**src/rtl/sbus_pkg.sv**
```systemverilog
package sbus_pkg;
  localparam int DATA_W = 16;
  localparam int ADDR_W = 12;
  localparam int OP_W   = DATA_W - ADDR_W;

  typedef struct packed {
    logic srcPc;
    logic srcMbr;
    logic srcOpnd;
    logic ldMar;
    logic ldMbr;
    logic ldIr;
    logic incPc;
    logic ldG;
    logic setHalt;
  } strobe_t;
endpackage

```
**src/rtl/sbus_ctrl.sv**
```systemverilog
module sbus_ctrl
  import sbus_pkg::*;
#(
  parameter int NUM_SUB = 4,
  parameter int NUM_PH  = 3,
  parameter int LDG_OP  = 6,
  parameter int HLT_OP  = 0
) (
  input  logic            clk,
  input  logic            rstN,
  input  logic [OP_W-1:0] opcode,
  output strobe_t         strobe,
  output logic            halted
);
  localparam int SUB_W  = $clog2(NUM_SUB);
  localparam int PH_W   = $clog2(NUM_PH);
  localparam int N_DEC  = 1 << OP_W;

  logic [SUB_W-1:0] subIdx;
  logic [PH_W-1:0]  phIdx;
  logic [NUM_SUB-1:0] subLine;
  logic [NUM_PH-1:0]  phLine;
  logic [N_DEC-1:0]   decLine;

  // one-hot opcode decoder
  for (genvar i = 0; i < N_DEC; i++) begin : g_dec
    assign decLine[i] = (opcode == OP_W'(i));
  end
  for (genvar s = 0; s < NUM_SUB; s++) begin : g_sub
    assign subLine[s] = (subIdx == SUB_W'(s));
  end
  for (genvar p = 0; p < NUM_PH; p++) begin : g_ph
    assign phLine[p] = (phIdx == PH_W'(p));
  end

  always_ff @(posedge clk) begin
    if (!rstN) begin
      subIdx <= '0;
      phIdx  <= '0;
      halted <= 1'b0;
    end else if (!halted) begin
      if (phIdx == PH_W'(NUM_PH - 1)) begin
        phIdx  <= '0;
        subIdx <= (subIdx == SUB_W'(NUM_SUB - 1)) ? '0 : subIdx + 1'b1;
      end else begin
        phIdx <= phIdx + 1'b1;
      end
      if (strobe.setHalt) halted <= 1'b1;
    end
  end

  logic run, isLdg, isHlt, sc1, sc2, sc3, sc4;
  assign run   = !halted;
  assign isLdg = decLine[LDG_OP];
  assign isHlt = decLine[HLT_OP];
  assign sc1   = subLine[0];
  assign sc2   = subLine[1];
  assign sc3   = subLine[2];
  assign sc4   = subLine[3];

  always_comb begin
    strobe.srcPc   = run & sc1;
    strobe.srcMbr  = run & (sc2 | (sc4 & isLdg));
    strobe.srcOpnd = run & sc3 & isLdg;
    strobe.ldMar   = run & phLine[1] & (sc1 | (sc3 & isLdg));
    strobe.ldMbr   = run & phLine[2] & (sc1 | (sc3 & isLdg));
    strobe.ldIr    = run & phLine[1] & sc2;
    strobe.incPc   = run & phLine[2] & sc2;
    strobe.ldG     = run & phLine[1] & sc4 & isLdg;
    strobe.setHalt = run & phLine[0] & sc3 & isHlt;
  end
endmodule

```
**src/rtl/sbus_dpath.sv**
```systemverilog
module sbus_dpath
  import sbus_pkg::*;
#(
  parameter int MEM_AW = 6
) (
  input  logic              clk,
  input  logic              rstN,
  input  strobe_t           strobe,
  input  logic              memWrEn,
  input  logic [MEM_AW-1:0] memWrAddr,
  input  logic [DATA_W-1:0] memWrData,
  output logic [OP_W-1:0]   opcode,
  output logic [ADDR_W-1:0] pcOut,
  output logic [DATA_W-1:0] gOut
);
  localparam int DEPTH = 1 << MEM_AW;

  logic [DATA_W-1:0] mem [DEPTH];
  logic [ADDR_W-1:0] pc, mar;
  logic [DATA_W-1:0] mbr, ir, gReg, bus, memRd;
  logic [OP_W-1:0]   zeroSrc;

  assign zeroSrc = '0;

  always_ff @(posedge clk) begin
    if (memWrEn) mem[memWrAddr] <= memWrData;
  end
  assign memRd = mem[mar[MEM_AW-1:0]];

  // shared bus: one source per cycle, upper nibble from the zero source
  always_comb begin
    bus = '0;
    if (strobe.srcPc)   bus = {zeroSrc, pc};
    if (strobe.srcMbr)  bus = mbr;
    if (strobe.srcOpnd) bus = {zeroSrc, ir[ADDR_W-1:0]};
  end

  always_ff @(posedge clk) begin
    if (!rstN) begin
      pc   <= '0;
      mar  <= '0;
      mbr  <= '0;
      ir   <= '0;
      gReg <= '0;
    end else begin
      if (strobe.ldMar) mar  <= bus[ADDR_W-1:0];
      if (strobe.ldMbr) mbr  <= memRd;
      if (strobe.ldIr)  ir   <= bus;
      if (strobe.incPc) pc   <= pc + 1'b1;
      if (strobe.ldG)   gReg <= bus;
    end
  end

  assign opcode = ir[DATA_W-1:ADDR_W];
  assign pcOut  = pc;
  assign gOut   = gReg;
endmodule

```
**src/rtl/sbus_cpu.sv**
```systemverilog
module sbus_cpu
  import sbus_pkg::*;
#(
  parameter int MEM_AW = 6
) (
  input  logic              clk,
  input  logic              rstN,
  input  logic              memWrEn,
  input  logic [MEM_AW-1:0] memWrAddr,
  input  logic [DATA_W-1:0] memWrData,
  output logic              halted,
  output logic [ADDR_W-1:0] pcOut,
  output logic [DATA_W-1:0] gOut
);
  strobe_t         strobe;
  logic [OP_W-1:0] opcode;

  sbus_ctrl u_ctrl (
    .clk(clk), .rstN(rstN), .opcode(opcode), .strobe(strobe), .halted(halted)
  );

  sbus_dpath #(.MEM_AW(MEM_AW)) u_dpath (
    .clk(clk), .rstN(rstN), .strobe(strobe),
    .memWrEn(memWrEn), .memWrAddr(memWrAddr), .memWrData(memWrData),
    .opcode(opcode), .pcOut(pcOut), .gOut(gOut)
  );
endmodule

```
**config.mk**
```make
export PLATFORM = sky130hd
export DESIGN_NAME = sbus_cpu
export DESIGN_NICKNAME = d
export VERILOG_FILES = /design/src/rtl/sbus_pkg.sv /design/src/rtl/sbus_ctrl.sv /design/src/rtl/sbus_dpath.sv /design/src/rtl/sbus_cpu.sv
export SDC_FILE = /design/constraint.sdc
export NUM_CORES = 1
export LEC_CHECK = 0
export BUFFER_PORTS_ARGS = -buffer_cell sky130_fd_sc_hd__buf_2
export CORE_MARGIN = 5
export CORE_UTILIZATION = 53
export CTS_BUF_LIST = sky130_fd_sc_hd__clkbuf_8
export DETAILED_ROUTE_END_ITERATION = 8
export PLACE_DENSITY = 0.67
export SLEW_MARGIN = 20
export SYNTH_ARGS = -nofsm -noshare
export SYNTH_HDL_FRONTEND = slang
export SYNTH_SLANG_ARGS = --single-unit
```
**constraint.sdc**
```tcl
create_clock -name clk -period 5 [get_ports clk]
set_clock_uncertainty 0.1 [all_clocks]
set_input_delay 0.75 -clock clk [delete_from_list [all_inputs] [get_ports clk]]
set_output_delay 0.75 -clock clk [all_outputs]
set_load 0.005 [all_outputs]
```
# Word level (Yosys, flattened, before mapping)
# Memory sizes are Yosys's and may differ from the RTL's. A register that Yosys moved wholly into a read port is not among the register bits.
# Cells that the tools add are included.
# op_classes
n_addsub	3
n_eq_ne	6
muxes	9
n_bitwise	20
n_reduce_logical	6
# ops
operator	count
$mux 16	2
$and 1x1->1	17
$add 12x1->12 const B	1
$mux 12	1
$eq 2x2->1 const B	3
$add 2x1->2 const B	2
$eq 2x1->1 const B	2
$eq 4x3->1 const B	1
$logic_not 2->1	2
$logic_not 4->1	1
$mux 1	4
$mux 2	2
$logic_not 1->1	2
$or 1x1->1	2
$reduce_and 2->1	1
$not 1->1	1
# totals
register_bits	55
ram_bits	1024
input_bits	25
out_inout_bits	29
word_cells	52
mem_count	1
# memory_table
name	depth	width	rd	rd_clocked_by_memory_dff	write_ports	line_no	text
u_dpath.mem	64	16	1	1	1	sbus_dpath.sv:18	logic [DATA_W-1:0] mem [DEPTH];

# Logic depth before layout (Yosys ltp)
# depth
word_depth	6
mapped_depth	11
depth_no_buf	7

# By module
# Synthesis repeated with hierarchy kept, for this count alone.
# unflattened
hier_cells	2328
area_unflattened_um2	42759.8
# by_module_without_submodules
mod	n_inst	cells_per_inst	area_each_um2	seq_area_each_um2
sbus_dpath	1	2283	42395.7	32070.8
sbus_ctrl	1	45	364.1	100.1

# Worst setup path after synthesis
# No wires, ideal clock.
# synth_timing
path_kind	input -> register
start	in memWrAddr[5]
end	mem u_dpath.mem[48][0] (enable)
setup_ns	0.409
t_arrival_ns	2.554
required_time_ns	4.491
setup_slack_ns	1.936
path_stages	4
n_path_buf	1
cell_sequence	clkbuf_1 > nand3_1 > or3_1 > nor3_1
# synth_rtl
item	line_no	text
start: declaration	sbus_cpu.sv:9	input logic [MEM_AW-1:0] memWrAddr,
end: declaration	sbus_dpath.sv:18	
# Straight into the memory's write port.

==> impl_metrics.toml <==
[setup_path]
cpPeakStageDelay_ns = 0.83
critPathArrivalTime_ns = 3.86
start_kind = "register"
rr_worst_depth = 7
crit_path_end_kind = "register"
slowest_stage = "dfxtp_4"
worstPathCellList = "buf_12, buf_4, mux4_2, o22ai_1, o221ai_1, o211ai_1, nand2_1"
critPathRequiredTime_ns = 5.59
crit_fanout = 44
critPathKind = "reg -> reg"

[yosys]
synth_edf_count = 1024
yosys.cell_types.count = 55
synth.avg_cell_area_um2 = 20.0
synth_warnings = 0
synthFlopType = "edfxtp_1"
ys_seq_area_frac = 0.757
netlist_area_mm2 = 0.0425
synth_cells = 2128
ys_ff_latch = 1095
synth_fp_nets = 2158
async_flop_share = 0

[routing]
dr.pass1.iters = 6
drt-initial-drc-count = 2409
routed-via-count = 22200
drc = 0
ant_nets = 0
routed_wl_um = 104000
wl_per_cell_um = 29.5
viasPerCell = 6.30

[grt]
grt_overflow = 0
first_global_vias = 22200
grt_use_total = 0.241
grt_pass1_wl_um = 151000
grt_max_degree = 71
antenna_found_initial = 8

[die]
initial_core_util = 0.537
core_mm2 = 0.0793
rows = 103
die-area_mm2 = 0.0860
io_pins = 54
die_y_um = 293
die_x_um = 293

[run_status]
status = "completed"

[placement]
io_buffers = 53
place_congestion = 0.894
place_area_mm2 = 0.0444
dp_hpwl_um = 61100

[pwr]
combPwrFrac = 0.021
ir_drop_uv = 284
intPower_uw = 13500
p_leak_uw = 0.0148
pwr-share-seq = 0.588
power.density_mw_per_mm2 = 362
p_total_uw = 17200
p_sw_frac = 0.213
pwr-share-clk = 0.391
p_sw_uw = 3670

[sta]
fin_crit_ns = 3.27
final.period_utilization = 0.655
setup-tns-final_ns = 0
hold_viol = 0
relSlewSlack = 0.294
setup_viol = 0
whs_ns = 0.183
tightestPinTransition_ns = 1.06
rsz0062_at_grt = "false"
fmax_mhz = 305
slew_viol_final = 0

[clock_tree]
postCtsSetupBuffers = 0
root_buffer = "clkbuf_8"
cts_resized = 0
cts-buffers-inserted = 170
clock_path_buffers = 3
cts_sinks = 1095
clk_pin_slew_worst_paths_ns = 0.07
hold_buffers = 0
cts_tree = "built"
clk_latency_ns = 0.82
htree_levels = 4

[job]
drv_cap = 0

[cells_and_area]
drive_gt1_frac = 0.257
area_delta_synth_final_pct = 11.6
fillerInstances = 5628
fin_nets = 2382
final_area_mm2 = 0.0475

[hold_path]
hold_depth = 1
hp-class = "in -> reg"
metal layers:
| layer | up-vias | GRT usage | wire length (um) |
|---|---|---|---|
| met5 | - | 0 | 0 |
| met4 | 0 | 0.0765 | 2910 |
| met3 | 184 | 0.0580 | 9230 |
| met2 | 1158 | 0.380 | 49900 |
| met1 | 11600 | 0.341 | 42000 |
| li1 | 9259 | - | - |
flip-flops by register name (all words and copies together) (netlist names):
register	cells
u_dpath.gOut	16
u_ctrl.subIdx	2
u_dpath.mar	6
u_ctrl.phIdx	2
u_dpath.mem	1024
u_dpath.ir	16
u_ctrl.halted	1
u_dpath.pcOut	12
u_dpath.mbr	16
worst max-delay path, delay by kind of cell, from the launching register on:
kind / cells / cell delay, ns
flops: 1 / 0.83
compound gates: 3 / 0.87
buf+inv: 2 / 0.65
simple gates: 1 / 0.09
mux: 1 / 0.52
placed cells by master (no fill, tap or decap), types with 18 or more instances in the layout:
cell type  instances
edfxtp_1        1024
mux4_2           227
clkbuf_8         176
nor2_1           114
buf_4            110
mux2i_1          105
dfxtp_1           67
nand3_1           62
inv_1             61
nand2_1           56
buf_2             50
clkinv_1          41
o22ai_1           35
a21oi_1           31
o21ai_0           31
a22oi_1           23
a211oi_1          18
per-stage QoR:
step / cells / setup WS, ns / utilization
6_report: 3528 / 1.73 / 0.599
3_3_place_gp: 3230 / 1.66 / 0.561
4_1_cts: 3525 / 1.70 / 0.599
3_5_place_dp: 3230 / 1.69 / 0.561
5_1_grt: 3527 / 1.60 / 0.599
2_1_floorplan: 2128 / 1.94 / -
power groups by stage:
stage | Sequential, uW | Clock [uW] | Combinational, uW
after floorplan | 10300 | 0 | 128
after global placement | 10300 | 0 | 337
after detailed placement | 10300 | 0 | 353
after CTS | 10100 | 6860 | 353
after global routing | 10100 | 7310 | 376
final | 10100 | 6730 | 353
area by class of cell:
class	instances	area [um2]	share of cell area
clock inverter	119	584	0.0123
sequential	1095	32200	0.678
tap	1050	1310	0.0277
multi-input combinational	907	9700	0.204
timing repair buffer	167	1220	0.0256
antenna	3	7.51	0.000158
inverter	11	41.3	0.000870
clock buffer	176	2420	0.0510
cells in the mapped netlist (26+ instances only):
master / instances / area [um2]
dfxtp_1: 71 / 1420
mux4_2: 227 / 5110
o21ai_0: 31 / 155
nand3_1: 62 / 310
a21oi_1: 31 / 155
nor2_1: 114 / 428
o22ai_1: 35 / 219
nand2_1: 56 / 210
buf_4: 26 / 195
mux2i_1: 105 / 1050
clkbuf_1: 51 / 191
edfxtp_1: 1024 / 30700
cell families (layout without fill, tap and decap cells):
logic type | Yosys count | in the layout | share of synthesized area
adder cells (fa/ha/maj) | 5 | 5 | 0.00147
other | 0 | 3 | 0
multiplexers | 353 | 353 | 0.153
XOR/XNOR | 9 | 9 | 0.00185
buffers and inverters | 126 | 473 | 0.0159
AND/OR/NAND/NOR | 332 | 332 | 0.0379
flip-flops | 1095 | 1095 | 0.757
AO/OA/AOI/OAI | 208 | 208 | 0.0337
final timing paths:
path,startpoint,end,slack [ns]
worst max-delay path,u_dpath.mar[1]$_SDFFE_PN0P_,u_dpath.mbr[8]$_SDFFE_PN0P_,1.73
worst min-delay path,memWrData[7],u_dpath.mem[6][7]$_DFFE_PP_,0.18
worst max register to register,u_dpath.mar[1]$_SDFFE_PN0P_,u_dpath.mbr[8]$_SDFFE_PN0P_,1.73
worst min register to register,u_dpath.ir[10]$_SDFFE_PN0P_,u_dpath.ir[10]$_SDFFE_PN0P_,0.36
No activity file was read; power rests on OpenSTA's default activity.
